[config.mk]
export PLATFORM = sky130hd
export DESIGN_NAME = spi_stat_ctl
export DESIGN_NICKNAME = d
export VERILOG_FILES = /design/src/rtl/spi_sts_pkg.sv /design/src/rtl/spi_sts_flag.sv /design/src/rtl/spi_sts_cfg.sv /design/src/rtl/spi_sts_ssmon.sv /design/src/rtl/spi_stat_ctl.sv
export SDC_FILE = /design/constraint.sdc
export NUM_CORES = 1
export LEC_CHECK = 0
export BUFFER_PORTS_ARGS = -buffer_cell sky130_fd_sc_hd__buf_2
export CORE_UTILIZATION = 36
export CTS_CLUSTER_DIAMETER = 150
export DETAILED_ROUTE_END_ITERATION = 6
export GPL_TIMING_DRIVEN = 0
export PLACE_DENSITY = 0.78
export SLEW_MARGIN = 20
export SYNTH_ARGS = -nofsm -noshare
export SYNTH_HDL_FRONTEND = slang
export SYNTH_SLANG_ARGS = --single-unit
export TNS_END_PERCENT = 30
[constraint.sdc]
create_clock -name clk -period 1.1 [get_ports clk]
set_input_delay 0.055 -clock clk [delete_from_list [all_inputs] [get_ports clk]]
set_output_delay 0.055 -clock clk [all_outputs]
set_load 0.01 [all_outputs]
[src/rtl/spi_sts_pkg.sv]
package spi_sts_pkg;
  localparam int NFLAG = 3;
  localparam int FL_RF = 0;
  localparam int FL_OV = 1;
  localparam int FL_MF = 2;
  localparam int STAT_W = 8;
  localparam int BAUD_W = 2;

  typedef struct packed {
    logic              errie;
    logic              modfen;
    logic [BAUD_W-1:0] baud;
  } cfg_t;
endpackage

[src/rtl/spi_sts_flag.sv]
module spi_sts_flag (
  input  logic clk,
  input  logic rst_n,
  input  logic set_i,
  input  logic stat_rd_i,
  input  logic clr_acc_i,
  output logic flag_o,
  output logic clr_o
);
  logic flag_q, flag_n;
  logic arm_q, arm_n;
  logic clr;

  assign clr = clr_acc_i & arm_q;

  always_comb begin
    flag_n = set_i | (flag_q & ~clr);
    arm_n  = arm_q & ~clr_acc_i;
    if (stat_rd_i && flag_q) arm_n = 1'b1;
  end

  always_ff @(posedge clk or negedge rst_n) begin
    if (!rst_n) begin
      flag_q <= 1'b0;
      arm_q  <= 1'b0;
    end else begin
      flag_q <= flag_n;
      arm_q  <= arm_n;
    end
  end

  assign flag_o = flag_q;
  assign clr_o  = clr;
endmodule

[src/rtl/spi_sts_cfg.sv]
module spi_sts_cfg
  import spi_sts_pkg::*;
(
  input  logic              clk,
  input  logic              rst_n,
  input  logic              wr_en,
  input  logic [STAT_W-1:0] wdata,
  output cfg_t              cfg_o
);
  cfg_t cfg_q, cfg_n;

  always_comb begin
    cfg_n = cfg_q;
    if (wr_en) begin
      cfg_n.errie  = wdata[6];
      cfg_n.modfen = wdata[2];
      cfg_n.baud   = wdata[BAUD_W-1:0];
    end
  end

  always_ff @(posedge clk or negedge rst_n) begin
    if (!rst_n) cfg_q <= '0;
    else        cfg_q <= cfg_n;
  end

  assign cfg_o = cfg_q;
endmodule

[src/rtl/spi_sts_ssmon.sv]
module spi_sts_ssmon (
  input  logic clk,
  input  logic rst_n,
  input  logic ss_in,
  input  logic xfer_active,
  input  logic master_mode,
  input  logic det_en,
  output logic fault_o
);
  logic ss_q;
  logic rise, fall;

  assign rise = ss_in & ~ss_q;
  assign fall = ~ss_in & ss_q;

  always_ff @(posedge clk or negedge rst_n) begin
    if (!rst_n) ss_q <= 1'b1;
    else        ss_q <= ss_in;
  end

  always_comb begin
    if (!det_en)          fault_o = 1'b0;
    else if (master_mode) fault_o = fall;
    else                  fault_o = rise & xfer_active;
  end
endmodule

[src/rtl/spi_stat_ctl.sv]
module spi_stat_ctl
  import spi_sts_pkg::*;
(
  input  logic              clk,
  input  logic              rst_n,
  input  logic              stat_rd,
  input  logic              stat_wr,
  input  logic              data_rd,
  input  logic              data_wr,
  input  logic              ctl_wr,
  input  logic [STAT_W-1:0] wdata,
  input  logic              byte_done,
  input  logic              tx_loaded,
  input  logic              ss_in,
  input  logic              xfer_active,
  input  logic              master_mode,
  input  logic              rx_irq_en,
  output logic [STAT_W-1:0] stat_rdata,
  output logic [BAUD_W-1:0] baud_sel,
  output logic              rxbuf_load,
  output logic              rx_irq,
  output logic              err_irq
);
  cfg_t             cfg;
  logic             mf_evt;
  logic [NFLAG-1:0] set_v, clracc_v, flag_v, clr_v;
  logic             rx_full_hold;
  logic             te_q, te_n;

  spi_sts_cfg u_cfg (
    .clk(clk), .rst_n(rst_n), .wr_en(stat_wr), .wdata(wdata), .cfg_o(cfg)
  );

  spi_sts_ssmon u_ssmon (
    .clk(clk), .rst_n(rst_n), .ss_in(ss_in), .xfer_active(xfer_active),
    .master_mode(master_mode), .det_en(cfg.modfen), .fault_o(mf_evt)
  );

  // receive register stays full this cycle unless it is being cleared
  assign rx_full_hold = flag_v[FL_RF] & ~clr_v[FL_RF];
  assign rxbuf_load   = byte_done & ~rx_full_hold;

  always_comb begin
    set_v              = '0;
    set_v[FL_RF]       = byte_done;
    set_v[FL_OV]       = byte_done & rx_full_hold;
    set_v[FL_MF]       = mf_evt;
    clracc_v           = '0;
    clracc_v[FL_RF]    = data_rd;
    clracc_v[FL_OV]    = data_rd;
    clracc_v[FL_MF]    = ctl_wr;
  end

  for (genvar g = 0; g < NFLAG; g++) begin : g_flag
    spi_sts_flag u_flag (
      .clk(clk), .rst_n(rst_n), .set_i(set_v[g]), .stat_rd_i(stat_rd),
      .clr_acc_i(clracc_v[g]), .flag_o(flag_v[g]), .clr_o(clr_v[g])
    );
  end

  always_comb begin
    te_n = te_q;
    if (tx_loaded) te_n = 1'b1;
    if (data_wr)   te_n = 1'b0;
  end

  always_ff @(posedge clk or negedge rst_n) begin
    if (!rst_n) te_q <= 1'b1;
    else        te_q <= te_n;
  end

  assign stat_rdata = {flag_v[FL_RF], cfg.errie, flag_v[FL_OV], flag_v[FL_MF],
                       te_q, cfg.modfen, cfg.baud};
  assign baud_sel   = cfg.baud;
  assign rx_irq     = flag_v[FL_RF] & rx_irq_en;
  assign err_irq    = cfg.errie & (flag_v[FL_OV] | flag_v[FL_MF]);
endmodule

After elaboration in Yosys (flattened, before gate mapping)
Index checks and enable logic that the tools add are counted.
Word-level totals
  register bits: 12
  input bits: 21
  output and inout bits: 13
  logic and storage cells: 50
Cells by class
  muxes and demuxes: 7
  bitwise logic cells: 28
  reductions and logical operators: 4
Operator list (number)
  1-bit bitwise AND: 16
  1-bit inverter: 8
  1-bit two-way mux: 7
  1-bit OR: 4
  1-bit logical AND: 3
  2-bit nonzero test: 1

Longest topological paths before layout
Gate-level depths: netlist of the first run.
  word-level depth: 6
  mapped depth: 2
  gate-level depth less buffers: 2

Modules after synthesis
A second synthesis of the first run with hierarchy kept.
Unflattened totals
  cell total of the unflattened synthesis: 47
  area total of the unflattened synthesis: 518.0 sq um
By module, submodules not included
  spi_sts_flag: instances 3, cells an instance 8, area an instance 77.6 sq um, sequential area each 50.0 sq um
  spi_sts_cfg: instances 1, cells an instance 8, area an instance 145.1 sq um, sequential area each 100.1 sq um
  spi_stat_ctl: instances 1, cells an instance 11, area an instance 87.6 sq um, sequential area each 26.3 sq um
  spi_sts_ssmon: instances 1, cells an instance 4, area an instance 52.6 sq um, sequential area each 26.3 sq um

Worst setup path after synthesis of the first run
OpenSTA, ideal clock, no wires.
  path kind: register to register
  start point: reg u_ssmon.ss_q
  end point: reg g_flag[2].u_flag.flag_q
  library setup time: 124 ps
  arrival time: 933 ps
  required time: 976 ps
  slack: 43 ps
  stages on the path, launching flop included: 3
  buffers on the path: 0
  period minus slack after synthesis: 1057 ps
  path through: dfstp_2 -> and4bb_1 -> a211o_1
Between the ends
  longest elaborated chain between the ends: 6
  elaborated cells between the ends (all ways): 7
  those cells by class: mux: 2; bitwise: 5
RTL lines
  start: declaration: line spi_sts_ssmon.sv:10  | logic ss_q;
  start signal: assignment: line spi_sts_ssmon.sv:18  | else ss_q <= ss_in;
  1-bit inverter: line spi_sts_ssmon.sv:13  | assign rise = ss_in & ~ss_q;
  1-bit bitwise AND: line spi_sts_ssmon.sv:13
  1-bit bitwise AND: line spi_sts_ssmon.sv:24  | else fault_o = rise & xfer_active;
  1-bit two-way mux (*): line spi_sts_ssmon.sv:23  | else if (master_mode) fault_o = fall;
  1-bit two-way mux (*): line spi_sts_ssmon.sv:22  | if (!det_en) fault_o = 1'b0;
  1-bit OR (*): line spi_sts_flag.sv:17  | flag_n = set_i | (flag_q & ~clr);
  named net g_flag[2].u_flag.flag_n: line spi_sts_flag.sv:10  | logic flag_q, flag_n;
  end signal: assignment: line spi_sts_flag.sv:27  | flag_q <= flag_n;
  end: declaration: line spi_sts_flag.sv:10
Mark *: on every way through the listed nets, which the timed path passes. The rest lies on a longest branch.
A chain may end at the register's enable or synchronous reset.

Final worst setup path of the first run
  start point: reg g_flag[0].u_flag.flag_q
  end point: out stat_rdata[7]
RTL lines
  start: declaration: line spi_sts_flag.sv:10
  start signal: assignment: line spi_sts_flag.sv:27
  end: declaration: line spi_stat_ctl.sv:18  | output logic [STAT_W-1:0] stat_rdata,
No word-level cell between the ends.

==> results of run 1 <==
==> synthesized netlist by cell type <==
cell type	count
nand2_1	4
dfstp_2	2
mux2_2	4
nand2b_1	1
a21boi_0	2
inv_1	3
a211o_1	1
o21ai_0	3
and4b_1	1
o21a_1	1
nor2_1	2
and2_1	1
nor2b_1	1
a21oi_1	1
o221ai_1	1
or2_2	1
and4bb_1	1
dfrtp_1	10
buf_4	7
==> state kept, by name (all words and copies together), names as in the netlist <==
name                  cells
te_q                      1
u_cfg.cfg_o               4
g_flag.u_flag.arm_q       3
g_flag.u_flag.flag_o      3
u_ssmon.ss_q              1
==> critical path, delay by kind of cell (launching register included) <==
family	cells	cell delay, ns
flip-flops	1	0.40
buffers and inverters	3	0.39
==> routing by layer <==
metal	wire, um	global-route usage (%)
met5	0	0
met4	12	10.00
met3	55	6.522
met2	469	22.66
met1	452	16.21
==> where the power goes <==
part           switching [mW]  internal, mW  leakage [nW]
Combinational           0.125         0.187         0.270
Clock                   0.135         0.201        0.0210
Sequential             0.0473         0.510         0.136
==> worst max-delay path by stage <==
stage	startpoint	endpoint	cells past startpoint	slack [ns]
3_3_place_gp	u_ssmon.ss_q$_DFF_PN1_	g_flag[2].u_flag.flag_o$_DFF_PN0_	2	0.03
6_report	g_flag[0].u_flag.flag_o$_DFF_PN0_	stat_rdata[7]	3	-0.002
4_1_cts	u_ssmon.ss_q$_DFF_PN1_	g_flag[2].u_flag.flag_o$_DFF_PN0_	2	0.0003
3_5_place_dp	u_ssmon.ss_q$_DFF_PN1_	g_flag[2].u_flag.flag_o$_DFF_PN0_	2	0.01
5_1_grt	g_flag[0].u_flag.flag_o$_DFF_PN0_	rxbuf_load	3	-0.13
2_1_floorplan	u_ssmon.ss_q$_DFF_PN1_	g_flag[2].u_flag.flag_o$_DFF_PN0_	2	0.04
==> repair_timing <==
action                     in CTS  in global routing
setup endpoints to repair       1                  4
pin swaps                       0                  2
buffers inserted                1                  1
gates resized for setup         1                  2
hold buffers                    5                  0
hold endpoints to repair       15                  0
==> metrics by stage <==
step           util (%)  instances  total power [mW]
2_1_floorplan         -         47            0.7326
6_report          60.24        102             1.205
5_1_grt           60.24        102             1.306
4_1_cts           59.22        101             1.216
3_5_place_dp      52.27         91            0.8531
3_3_place_gp      52.27         91            0.8444
==> cell type report <==
class                   instances  area (sq um)  area share [%]
clock buffers                   4         36.28           4.462
flip-flops and latches         12         302.8           37.23
repair buffers                 36         216.5           26.62
inverters                       3         11.26           1.385
multi-input cells              25         175.2           21.54
plain buffers                   7         52.55           6.462
well taps                      15         18.77           2.308
==> logic make-up after synthesis <==
logic type | Yosys count | synth area share, %
AND/OR/NAND/NOR | 12 | 12.94
buffers and inverters | 10 | 11.78
multiplexers | 4 | 8.313
flip-flops | 12 | 55.89
AO/OA/AOI/OAI | 9 | 11.08
==> results.toml, run 1 <==
[run_status]
status = "complete, but fails checks"
violations = "negative setup slack"

[die]
core_sq_mm = 0.001350
die-area_sq_mm = 0.001664
rows = 13
die_h_um = 40.80
start_util_pct = 40.13
die_width_um = 40.80
ioPinCount = 34

[drt]
drt_first_iter_violations = 5
vias = 464
drtPass1Iterations = 2
wl_per_cell_um = 9.706
ant_nets = 0
viasPerCell = 4.549
drc_errors = 0
drt-total-wl_um = 990

[critical_path]
r2r_slack_ns = 0.04
crit_type = "reg2out"
slowest_stage = "dfrtp_1"
cp-start-kind = "flip-flop"
critPathMaxStageDelay_ns = 0.40
cp_cell_sequence = "buf_4 > buf_4 > buf_2"
cp-end-kind = "primary output"
crit_path_max_fanout = 4
worstReg2RegEnd = "g_flag[2].u_flag.flag_o$_DFF_PN0_"
r2r_start = "u_ssmon.ss_q$_DFF_PN1_"
required_ns = 1.04
crit_top_cell = "buf_4"
r2r.worst_path.cells = 2
cp.arrival_ns = 1.05

[sta]
setup_tns_ns = -0.001845
period_share_pct = 100.2
rsz0062_at_grt = "true"
max_freq_mhz = 907.6
finClkSkew_ns = 0.004238
worstMarginPinSlew_ns = 0.2622
fin_crit_ns = 1.102
maxSlewHeadroom_pct = 82.52
setup_viol = 1
slew_violations = 0
fin_ws_ns = -0.001845
fin_hold_ws_ns = 0.01381
hold_violations = 0

[clock_network]
insertion_delay_ns = 0.27
clockBufferDepth = 2
htree_levels = 1
clkSinkCount = 12
cts_buffers = 3
cts_tree = "done"
path_clk_slew_ns = 0.07
cts-root-buf = "clkbuf_4"

[final_layout]
final_cell_mix = "buf_2 (28), dfrtp_1 (10), buf_4 (9)"
final_nets = 109
final_common_cell = "buf_2"
antennaDiodeCount = 0
final_area_sq_um = 813.3
area_delta_synth_final_pct = 50.12
num-fill-cells = 107
layout-drive-gt1-share_pct = 56.32

[synth]
synth-seq-area-share_pct = 55.89
synthesis.nets = 68
ys_seq_elements = 12
synth_area_sq_um = 541.8
syn_area_per_cell_sq_um = 11.53
synth_warnings = 0
netlist_top_cells_area = "dfrtp_1 (46%), buf_4 (9.7%), dfstp_2 (9.7%)"
syn-instance-count = 47
synth_top_area_share_pct = 46.19
yosysTopAreaCell = "dfrtp_1"
ys_types = 19

[hold_path]
holdPathEnd = "u_cfg.cfg_o[1]$_DFFE_PN0P_"
whs_path_depth = 2
hold_path_class = "in2reg"
hold_start = "wdata[1]"

[placement]
gp_congestion = 0.6641
place_ws_ns = 0.009602
dpl-instance-area_sq_um = 705.7
io_buffers = 29

[global_route]
grt_pass1_vias = 391
grt_usage_pct = 14.76
grt-ovfl-total = 0
antenna_found_initial = 0
grt_max_degree = 13
grt_pass1_wl_mm = 1.490

[run]
drv_cap = 0

[power_and_ir_drop]
power_density_mw_per_mm2 = 1482
peakVddDrop_mv = 0.7331
static-leakage-power_nw = 0.4278
Note: power is estimated with default switching activity, not from simulation.
==> inputs of run 2 (changes only) <==
- ABC_AREA: default -> 1
==> run 2 against run 1 <==
  * The flow still finishes with violations (negative setup slack)
  * Clock skew down 0.0012 ns
  * Clock power down 16%
  * Routed wire length up 20%
  * Flip-flop and latch count unchanged
  * Register-to-register slack better by 0.16 ns
  * Critical path depth up 1
  * Design area up 7.1%
  * Non-clock buffer count up 4
  * Sequential share of layout area down 2.3 points
  * Clock-buffer cell count unchanged
  * Die area up 0.64%
  * Worst setup slack worse by 0.021 ns
  * Critical endpoint is now rxbuf_load
==> results.toml, run 2 <==
[clock_network]
cts_tree = "done"
path_clk_slew_ns = 0.07
insertion_delay_ns = 0.27
cts_buffers = 3
htree_levels = 1
cts-root-buf = "clkbuf_4"
clkSinkCount = 12
clockBufferDepth = 2

[sta]
maxSlewHeadroom_pct = 82.06
fin_ws_ns = -0.02329
hold_violations = 0
max_freq_mhz = 890.2
slew_violations = 0
worstMarginPinSlew_ns = 0.2692
rsz0062_at_grt = "true"
period_share_pct = 102.1
fin_crit_ns = 1.123
fin_hold_ws_ns = 0.007372
finClkSkew_ns = 0.003083
setup_viol = 1

[critical_path]
required_ns = 1.04
cp.arrival_ns = 1.07
crit_type = "reg2out"
crit_path_max_fanout = 2
cp_cell_sequence = "inv_2 > o21ai_4 > and2_4 > buf_6"
cp-end-kind = "primary output"
slowest_stage = "dfrtp_1"
critPathMaxStageDelay_ns = 0.34
cp-start-kind = "flip-flop"

[die]
die-area_sq_mm = 0.001675
ioPinCount = 34
die_width_um = 40.93
die_h_um = 40.93
rows = 13
start_util_pct = 40.41
core_sq_mm = 0.001350

[placement]
gp_congestion = 0.7382
hpwlAfterDp_um = 862.3
io_buffers = 29
place_ws_ns = 0.2178

[run]
drv_cap = 0

[synth]
synth-seq-area-share_pct = 55.50
ys_seq_elements = 12
synth_common_cells = "inv_1 (13), dfrtp_1 (10), nand2_1 (10)"
yosysMostFrequentCell = "inv_1"
synth_top_area_share_pct = 45.87
syn_area_per_cell_sq_um = 9.406
synth-edff-count = 0
ys_types = 13
synthFlopType = "dfrtp_1"
netlist_top_cells_area = "dfrtp_1 (46%), buf_4 (9.6%), dfstp_2 (9.6%)"
syn-instance-count = 58
yosysTopAreaCell = "dfrtp_1"
async_reset_ff_share_pct = 100.0
synth_warnings = 0
synth_area_sq_um = 545.5
synthesis.nets = 79

[drt]
drt-total-wl_mm = 1.189
viasPerCell = 4.402
drc_errors = 0
wl_per_cell_um = 10.16
ant_nets = 0
drt_first_iter_violations = 2
drtPass1Iterations = 2
vias = 515

[final_layout]
final_cell_mix = "buf_2 (27), inv_1 (11), nand2_1 (10), dlygate4sd3_1 (10), dfrtp_1 (9)"
num-fill-cells = 118
antennaDiodeCount = 0
area_delta_synth_final_pct = 59.63
final_nets = 124
largest_reg_flops = 4
layout-drive-gt1-share_pct = 50.00
final_common_cell = "buf_2"

[hold_path]
hold_path_class = "in2reg"

[global_route]
grt_max_degree = 13
grt_pass1_vias = 409
grt-ovfl-total = 0
antenna_found_initial = 0
grt_usage_pct = 15.24
grt_pass1_wl_mm = 1.573

[power_and_ir_drop]
static-leakage-power_nw = 0.4811
peakVddDrop_mv = 0.7742
power.total_mw = 1.162
power_density_mw_per_mm2 = 1334

[run_status]
status = "complete, but fails checks"
violations = "negative setup slack"
run 2: cell count changes after synthesis, moves of 2 or more:
cell	before	now
inv_1	3	13
nand2_1	4	10
a21boi_0	2	0
nand3_1	0	2
o22ai_1	0	2
run 2: final timing paths:
check                                                      start                                 to  slack, ns  cells past startpoint
worst min register to register                  te_q$_DFFE_PN1P_                   te_q$_DFFE_PN1P_       0.51                      2
min in group asynchronous                                  rst_n         u_cfg.cfg_o[2]$_DFFE_PN0P_       0.19                      2
worst min-delay path                                     stat_rd   g_flag[0].u_flag.arm_q$_DFF_PN0_      0.007                      3
max in group asynchronous                                  rst_n             u_ssmon.ss_q$_DFF_PN1_       0.64                      2
worst max register to register            u_ssmon.ss_q$_DFF_PN1_  g_flag[2].u_flag.flag_o$_DFF_PN0_       0.20                      5
worst max-delay path            g_flag[0].u_flag.arm_q$_DFF_PN0_                         rxbuf_load      -0.02                      4
run 2: area by class of cell:
class	count	area [sq um]	share of cell area (%)
tap	15	18.77	2.155
sequential	12	304.0	34.91
timing repair buffer	40	265.3	30.46
multi-input combinational	26	155.1	17.82
buffer	7	52.55	6.034
clock buffer	4	26.28	3.017
inverter	13	48.80	5.603
run 2: worst max-delay path, delay by kind of cell, from the launching register on:
family                 cells  cell delay [ns]
AOI/OAI and AO/OA          1             0.15
buffers and inverters      2             0.14
DFF                        1             0.34
and+or+nand+nor            1             0.16
run 2: metrics by stage:
stage                     instance area (sq um)  setup TNS (ns)  cells  util (%)
after floorplan                           545.5               0     58         -
after global placement                    709.4               0    102     52.55
after detailed placement                  709.4               0    102     52.55
after CTS                                 825.8        -0.02063    115     61.17
after global routing                      870.8        -0.09425    117     64.50
final                                     870.8        -0.02329    117     64.50
run 2: timing repair:
item | CTS | global route
hold buffers | 9 | 1
gates resized for setup | 1 | 8
buffers inserted | 0 | 1
cloned | 0 | 0
endpoints found under the setup margin | 1 | 3
pin swaps | 1 | 1
hold endpoints to repair | 20 | 1
run 2: where the power goes:
group	internal, mW	switching, mW	leakage [nW]	total [mW]
Sequential	0.505	0.0407	0.136	0.546
Combinational	0.187	0.147	0.331	0.334
Clock	0.141	0.141	0.0150	0.282
run 2: cell families (layout without fill, tap and decap cells):
logic type / count (synthesis) / after routing / synth area share, %
AND/OR/NAND/NOR: 15 / 15 / 11.24
flip-flops: 12 / 12 / 55.50
AO/OA/AOI/OAI: 8 / 8 / 8.485
multiplexers: 3 / 3 / 6.192
buffers and inverters: 20 / 64 / 18.58
run 2: routing by layer:
metal  track usage, %  part of all wire, %
met3            8.152                  4.6
met4            5.000                  1.1
met2            26.95                   55
met1            14.92                   39
met5                0                    0
